File: src/rtl/hbuck_seq_pkg.sv
package hbuck_seq_pkg;

   // Sequencer states; the gate levels follow from the state alone.
   typedef enum logic [3:0] {
      ST_LOCKOUT,
      ST_PRECHARGE,
      ST_HS_ON,
      ST_HS_HOLD,
      ST_GAP_TO_LS,
      ST_LS_ON,
      ST_LS_HOLD,
      ST_GAP_TO_HS,
      ST_WD_GAP,
      ST_REFRESH,
      ST_GAP_TO_OFF,
      ST_PARKED
   } seq_state_t;

   // Input bit positions inside the synchroniser vector.
   localparam int IDX_FB   = 0;
   localparam int IDX_DIS  = 1;
   localparam int IDX_UP   = 2;
   localparam int IDX_DOWN = 3;
   localparam int N_IN     = 4;

   function automatic logic hs_drive(input seq_state_t s);
      return (s == ST_HS_ON) || (s == ST_HS_HOLD);
   endfunction

   function automatic logic ls_drive(input seq_state_t s);
      return (s == ST_PRECHARGE) || (s == ST_LS_ON) || (s == ST_LS_HOLD) ||
             (s == ST_REFRESH)   || (s == ST_PARKED);
   endfunction

endpackage

File: src/rtl/hbuck_sync.sv
module hbuck_sync #(
   parameter int            N       = 4,
   parameter int            STAGES  = 2,
   parameter logic [N-1:0]  RST_VAL = '0
)(
   input  logic          clk,
   input  logic          rst_n,
   input  logic [N-1:0]  d_i,
   output logic [N-1:0]  q_o
);

   logic [N-1:0] pipe [STAGES];

   for (genvar g = 0; g < STAGES; g++) begin : g_stage
      if (g == 0) begin : g_first
         always_ff @(posedge clk or negedge rst_n) begin
            if (!rst_n) pipe[g] <= RST_VAL;
            else        pipe[g] <= d_i;
         end
      end else begin : g_next
         always_ff @(posedge clk or negedge rst_n) begin
            if (!rst_n) pipe[g] <= RST_VAL;
            else        pipe[g] <= pipe[g-1];
         end
      end
   end

   assign q_o = pipe[STAGES-1];

endmodule

File: src/rtl/hbuck_interval_timer.sv
module hbuck_interval_timer #(
   parameter int            W       = 8,
   parameter logic [W-1:0]  RST_VAL = '0
)(
   input  logic          clk,
   input  logic          rst_n,
   input  logic          load_i,
   input  logic [W-1:0]  load_val_i,
   output logic          done_o
);

   logic [W-1:0] cnt_q;

   always_ff @(posedge clk or negedge rst_n) begin
      if (!rst_n)              cnt_q <= RST_VAL;
      else if (load_i)         cnt_q <= load_val_i;
      else if (cnt_q != '0)    cnt_q <= cnt_q - W'(1);
   end

   // done in the last cycle of an interval of length load_val+1
   assign done_o = (cnt_q == '0);

endmodule

File: src/rtl/hbuck_watchdog.sv
module hbuck_watchdog #(
   parameter int LIMIT = 2500
)(
   input  logic clk,
   input  logic rst_n,
   input  logic hs_on_i,
   output logic expired_o
);

   localparam int WD_W = $clog2(LIMIT + 1);

   logic [WD_W-1:0] cnt_q;

   // cnt_q holds the number of high-side cycles already completed
   always_ff @(posedge clk or negedge rst_n) begin
      if (!rst_n)        cnt_q <= '0;
      else if (hs_on_i)  cnt_q <= cnt_q + WD_W'(1);
      else               cnt_q <= '0;
   end

   assign expired_o = hs_on_i && (cnt_q == WD_W'(LIMIT - 1));

endmodule

File: src/rtl/hbuck_gate_seq.sv
module hbuck_gate_seq
   import hbuck_seq_pkg::*;
#(
   parameter int SYNC_STAGES = 2,
   parameter int DEAD_CYC    = 18,
   parameter int TRIP_DLY    = 22,
   parameter int RET_DLY     = 22,
   parameter int PRECHG_CYC  = 250,
   parameter int WDOG_CYC    = 2500,
   parameter int REFRESH_CYC = 125
)(
   input  logic clk,
   input  logic rst_n,
   input  logic fb_above_i,
   input  logic disable_i,
   input  logic vdd_up_i,
   input  logic vdd_down_i,
   output logic hs_gate_o,
   output logic ls_gate_o
);

   // Latencies are end to end; subtract synchroniser and state-entry cycles.
   localparam int TRIP_WAIT = TRIP_DLY - SYNC_STAGES - 1;
   localparam int RET_WAIT  = RET_DLY  - SYNC_STAGES - 1;
   localparam int MAX_A     = (PRECHG_CYC  > REFRESH_CYC) ? PRECHG_CYC : REFRESH_CYC;
   localparam int MAX_B     = (TRIP_WAIT   > RET_WAIT)    ? TRIP_WAIT  : RET_WAIT;
   localparam int MAX_C     = (MAX_A > MAX_B) ? MAX_A : MAX_B;
   localparam int MAX_LEN   = (MAX_C > DEAD_CYC) ? MAX_C : DEAD_CYC;
   localparam int TMR_W     = $clog2(MAX_LEN + 1);
   localparam logic [N_IN-1:0] SYNC_RST = N_IN'(1) << IDX_DOWN;

   // elaboration-time parameter checks
   if (SYNC_STAGES < 2) begin : g_bad_sync
      $error("SYNC_STAGES must be at least 2");
   end
   if (DEAD_CYC < 1 || PRECHG_CYC < 1 || REFRESH_CYC < 1) begin : g_bad_len
      $error("gap, precharge and refresh lengths must be at least 1");
   end
   if (TRIP_WAIT < 1 || RET_WAIT < 1) begin : g_bad_dly
      $error("TRIP_DLY and RET_DLY must be at least SYNC_STAGES+2");
   end
   if (WDOG_CYC < 2) begin : g_bad_wd
      $error("WDOG_CYC must be at least 2");
   end

   logic [N_IN-1:0] raw_in, syn_in;
   logic fb_s, dis_s, up_s, down_s;

   assign raw_in[IDX_FB]   = fb_above_i;
   assign raw_in[IDX_DIS]  = disable_i;
   assign raw_in[IDX_UP]   = vdd_up_i;
   assign raw_in[IDX_DOWN] = vdd_down_i;

   hbuck_sync #(
      .N       (N_IN),
      .STAGES  (SYNC_STAGES),
      .RST_VAL (SYNC_RST)
   ) u_sync (
      .clk   (clk),
      .rst_n (rst_n),
      .d_i   (raw_in),
      .q_o   (syn_in)
   );

   assign fb_s   = syn_in[IDX_FB];
   assign dis_s  = syn_in[IDX_DIS];
   assign up_s   = syn_in[IDX_UP];
   assign down_s = syn_in[IDX_DOWN];

   seq_state_t st_q, st_d;
   logic       tmr_done, tmr_load, wd_exp;
   logic [TMR_W-1:0] tmr_val;

   function automatic logic [TMR_W-1:0] span_of(input seq_state_t s);
      int len;
      case (s)
         ST_PRECHARGE: len = PRECHG_CYC;
         ST_HS_HOLD:   len = TRIP_WAIT;
         ST_LS_HOLD:   len = RET_WAIT;
         ST_REFRESH:   len = REFRESH_CYC;
         default:      len = DEAD_CYC;
      endcase
      return TMR_W'(len - 1);
   endfunction

   assign tmr_load = (st_d != st_q);
   assign tmr_val  = span_of(st_d);

   hbuck_interval_timer #(
      .W       (TMR_W),
      .RST_VAL (TMR_W'(DEAD_CYC - 1))
   ) u_tmr (
      .clk        (clk),
      .rst_n      (rst_n),
      .load_i     (tmr_load),
      .load_val_i (tmr_val),
      .done_o     (tmr_done)
   );

   hbuck_watchdog #(
      .LIMIT (WDOG_CYC)
   ) u_wd (
      .clk       (clk),
      .rst_n     (rst_n),
      .hs_on_i   (hs_drive(st_q)),
      .expired_o (wd_exp)
   );

   always_comb begin
      st_d = st_q;
      unique case (st_q)
         ST_LOCKOUT:
            if (tmr_done && up_s && !down_s) st_d = ST_PRECHARGE;
         ST_PRECHARGE:
            if (tmr_done) st_d = dis_s ? ST_PARKED : (fb_s ? ST_LS_ON : ST_GAP_TO_HS);
         ST_HS_ON:
            if (dis_s)       st_d = ST_GAP_TO_OFF;
            else if (wd_exp) st_d = ST_WD_GAP;
            else if (fb_s)   st_d = ST_HS_HOLD;
         ST_HS_HOLD:
            if (dis_s)         st_d = ST_GAP_TO_OFF;
            else if (wd_exp)   st_d = ST_WD_GAP;
            else if (tmr_done) st_d = ST_GAP_TO_LS;
         ST_GAP_TO_LS:
            if (dis_s)         st_d = ST_GAP_TO_OFF;
            else if (tmr_done) st_d = ST_LS_ON;
         ST_LS_ON:
            if (dis_s)       st_d = ST_PARKED;
            else if (!fb_s)  st_d = ST_LS_HOLD;
         ST_LS_HOLD:
            if (dis_s)         st_d = ST_PARKED;
            else if (tmr_done) st_d = ST_GAP_TO_HS;
         ST_GAP_TO_HS:
            if (dis_s)         st_d = ST_GAP_TO_OFF;
            else if (tmr_done) st_d = ST_HS_ON;
         ST_WD_GAP:
            if (dis_s)         st_d = ST_GAP_TO_OFF;
            else if (tmr_done) st_d = ST_REFRESH;
         ST_REFRESH:
            if (dis_s)         st_d = ST_PARKED;
            else if (tmr_done) st_d = fb_s ? ST_LS_ON : ST_GAP_TO_HS;
         ST_GAP_TO_OFF:
            if (tmr_done) st_d = ST_PARKED;
         ST_PARKED:
            if (!dis_s) st_d = ST_LS_ON;
         default:
            st_d = ST_LOCKOUT;
      endcase
      // supply loss overrides every running state
      if (st_q != ST_LOCKOUT && down_s) st_d = ST_LOCKOUT;
   end

   always_ff @(posedge clk or negedge rst_n) begin
      if (!rst_n) st_q <= ST_LOCKOUT;
      else        st_q <= st_d;
   end

   assign hs_gate_o = hs_drive(st_q);
   assign ls_gate_o = ls_drive(st_q);

endmodule

File: config.mk
export PLATFORM = sky130hd
export DESIGN_NAME = hbuck_gate_seq
export DESIGN_NICKNAME = d
export VERILOG_FILES = /design/src/rtl/hbuck_seq_pkg.sv /design/src/rtl/hbuck_sync.sv /design/src/rtl/hbuck_interval_timer.sv /design/src/rtl/hbuck_watchdog.sv /design/src/rtl/hbuck_gate_seq.sv
export SDC_FILE = /design/constraint.sdc
export NUM_CORES = 1
export LEC_CHECK = 0
export ABC_AREA = 0
export BUFFER_PORTS_ARGS = -buffer_cell sky130_fd_sc_hd__buf_2
export CORE_AREA = 2 2 62 64
export DETAILED_ROUTE_END_ITERATION = 8
export DIE_AREA = 0 0 64 66
export GPL_ROUTABILITY_DRIVEN = 0
export GPL_TIMING_DRIVEN = 0
export PLACE_DENSITY = 0.87
export SLEW_MARGIN = 20
export SYNTH_ARGS = -nofsm -noshare
export SYNTH_HDL_FRONTEND = slang
export SYNTH_SLANG_ARGS = --single-unit
export TNS_END_PERCENT = 20
File: constraint.sdc
create_clock -name clk -period 3.45 [get_ports clk]
set_clock_uncertainty 0.05 [all_clocks]
set_input_delay 0.5175 -clock clk [delete_from_list [all_inputs] [get_ports clk]]
set_output_delay 0.5175 -clock clk [all_outputs]
set_load 0.03 [all_outputs]
==> impl_metrics.json <==
{
  "placed_area_sq_um": 2125,
  "grt_pass1_vias": 1552,
  "via_count": 1620,
  "critical_path.n_buffers_inverters": 1,
  "ys_types": 66,
  "setup_viol": 0,
  "worst_pin_slew_ps": 692.0,
  "dieHeight_um": 66,
  "critical_path_class": "flip-flop to flip-flop",
  "die_area_sq_um": 4224,
  "clock.fmax_ghz": 0.3632,
  "htreeDepth": 2,
  "hold_viol": 0,
  "ir_worst_vdd_v": 0.0003357,
  "status": "finished, final reports clean",
  "yosys.cell_count.top_type": "dfrtp_1",
  "clk_latency_ps": 330,
  "grt_start_max_net_pins": 33,
  "areaGrowthSynthToFinish_pct": 8.446,
  "post_cts_buffers": 0,
  "cap_violations": 0,
  "n_antenna_cell": 0,
  "ys_seq_area_frac": 0.3970,
  "cts.sinks": 32,
  "slowest_delay_ps": 560,
  "grt_pass1_wl_um": 7162,
  "drtIter0Drc": 180,
  "synth-edff-count": 0,
  "cts_tree": "done",
  "hold_ws_ps": 162.8,
  "final_core_util": 0.6198,
  "grt.total_usage": 0.2223,
  "pre_cts_slack_ps": 731.6,
  "fill_cells": 298,
  "viasPerCell": 5.978,
  "synth_top_area_frac": 0.3453,
  "rows": 22,
  "numCtsBuffers": 5,
  "slew-limit-headroom": 0.5386,
  "async_flop_share": 1.000,
  "cp-start-kind": "flip-flop",
  "timing.rr.start": "u_tmr.cnt_q[0]",
  "path_clk_slew_ps": 100,
  "io_pins": 8,
  "start_util": 0.5715,
  "drtPass1Iterations": 4,
  "hpwl_um": 3014,
  "rr_endpoint": "u_tmr.cnt_q[1]",
  "crit_path_max_fanout": 7,
  "cts-root-buf": "clkbuf_4",
  "drv_slew": 0,
  "cts_resized": 0,
  "required_ps": 3620,
  "critPathSlowestCell": "dfstp_2",
  "r2r_cells": 9,
  "hold_class": "input pin to asynchronous set/reset pin",
  "avgSynthCellArea_sq_um": 9.757,
  "synth_cells": 208,
  "drt-total-wl_um": 4155,
  "coreArea_sq_um": 3551,
  "post-route-min-period_ps": 2754,
  "grt.overflow.total": 0,
  "cp.arrival_ps": 2930,
  "drive_above_1_share": 0.2018,
  "ys_seq_elements": 32,
  "powerDensity_nw_per_um2": 741.3,
  "ys_warn_count": 0,
  "portBuffers": 7,
  "finalSetupTns_ps": 0,
  "period_share": 0.7981,
  "cp-end-kind": "flip-flop",
  "cp_cell_sequence": "inv_1 > ha_1 > and2_1 > and3_2 > nor4_1 > a211oi_4 > a211oi_2 > o21ai_4 > a31o_1",
  "synth_common_cells": "dfrtp_1, nor2_1, nand2_1",
  "leakage_uw": 0.0009379,
  "cts_hold_buf": 0,
  "cp_top_family": "compound AO/OA/AOI/OAI gates",
  "grt_antenna_before_repair": 0,
  "synth_area_leaders": "dfrtp_1, dfstp_2, xor2_1",
  "drt-wirelength-per-cell_um": 15.33,
  "drc": 0,
  "netlist_area_sq_um": 2029,
  "die_x_um": 64,
  "clk_path_buf_depth": 2,
  "synth_top_flop_cell": "dfrtp_1",
  "ant_nets": 0,
  "final_cell_area_sq_um": 2201,
  "rsz0062_at_grt": "false",
  "reg2reg_setup_slack_ps": 700,
  "path_depth": 9,
  "synth_top_area_cell": "dfrtp_1",
  "final_nets": 231,
  "setup_ws_ps": 696.4,
  "synth_fp_nets": 217
}
metal layers:
layer,GRT usage,wire [um],part of all wire
met1,0.2849,1841,0.44
met2,0.3750,2058,0.50
met3,0.04259,195,0.047
met4,0.07880,59,0.014
met5,0,0,0
report_power, final:
group	leakage [uW]	switching, uW	internal, uW	total [uW]
clock	0.0000422	125	152	277
combinational	0.000483	503	340	843
sequential	0.000412	67.9	444	512
total	0.000938	696	935	1630
cell families after synthesis:
logic type	share of synthesized area
adders and majority gates	0.01850
buffers and inverters	0.04809
muxes	0.03453
and+or+nand+nor	0.2448
DFF	0.3970
xor gates and xnor gates	0.06905
AOI/OAI and AO/OA	0.1881
worst max path at each step:
stage,startpoint,endpoint
2_1_floorplan,u_tmr.cnt_q[0],u_tmr.cnt_q[1]
3_3_place_gp,u_tmr.cnt_q[0],u_tmr.cnt_q[1]
3_5_place_dp,u_tmr.cnt_q[0],u_tmr.cnt_q[1]
4_1_cts,u_tmr.cnt_q[0],u_tmr.cnt_q[5]
5_1_grt,u_tmr.cnt_q[0],u_tmr.cnt_q[1]
6_report,u_tmr.cnt_q[0],u_tmr.cnt_q[1]
cell usage in the layout, fill, tap and decap left out, types with 3 or more instances in the layout:
master     n
xor2_1    11
mux2i_1    7
dfstp_2    4
a21oi_1    4
nand2_1   14
clkbuf_1   4
and2_1     3
buf_2     12
nor3b_1    3
xnor2_1    5
inv_1      7
ha_1       3
nand3_1    8
nor2_1    24
nor4b_1    4
o21ai_0    9
nor3_1     6
clkbuf_4   5
dfrtp_1   28
sequential cells by signal, summed over array words and instances (netlist names):
signal,cells
u_sync.q_o,4
u_sync.pipe,4
st_q,4
u_wd.cnt_q,12
u_tmr.cnt_q,8
area by class of cell:
cell class / instances / area, sq um / share of cell area
Timing Repair Buffer: 7 / 35.03 / 0.01592
Clock inverter: 2 / 35.03 / 0.01592
Clock buffer: 6 / 41.29 / 0.01876
Sequential cell: 32 / 805.8 / 0.3661
Inverter: 9 / 33.78 / 0.01535
Buffer: 10 / 63.81 / 0.02899
Tap cell: 48 / 60.06 / 0.02729
Multi-Input combinational cell: 157 / 1126 / 0.5117
metrics by stage:
stage	std cells	power, uW
5_1_grt	271	1760
3_5_place_dp	263	1346
2_1_floorplan	208	1176
3_3_place_gp	263	1323
4_1_cts	271	1635
6_report	271	1632
Power figures use the tool's default switching activity.
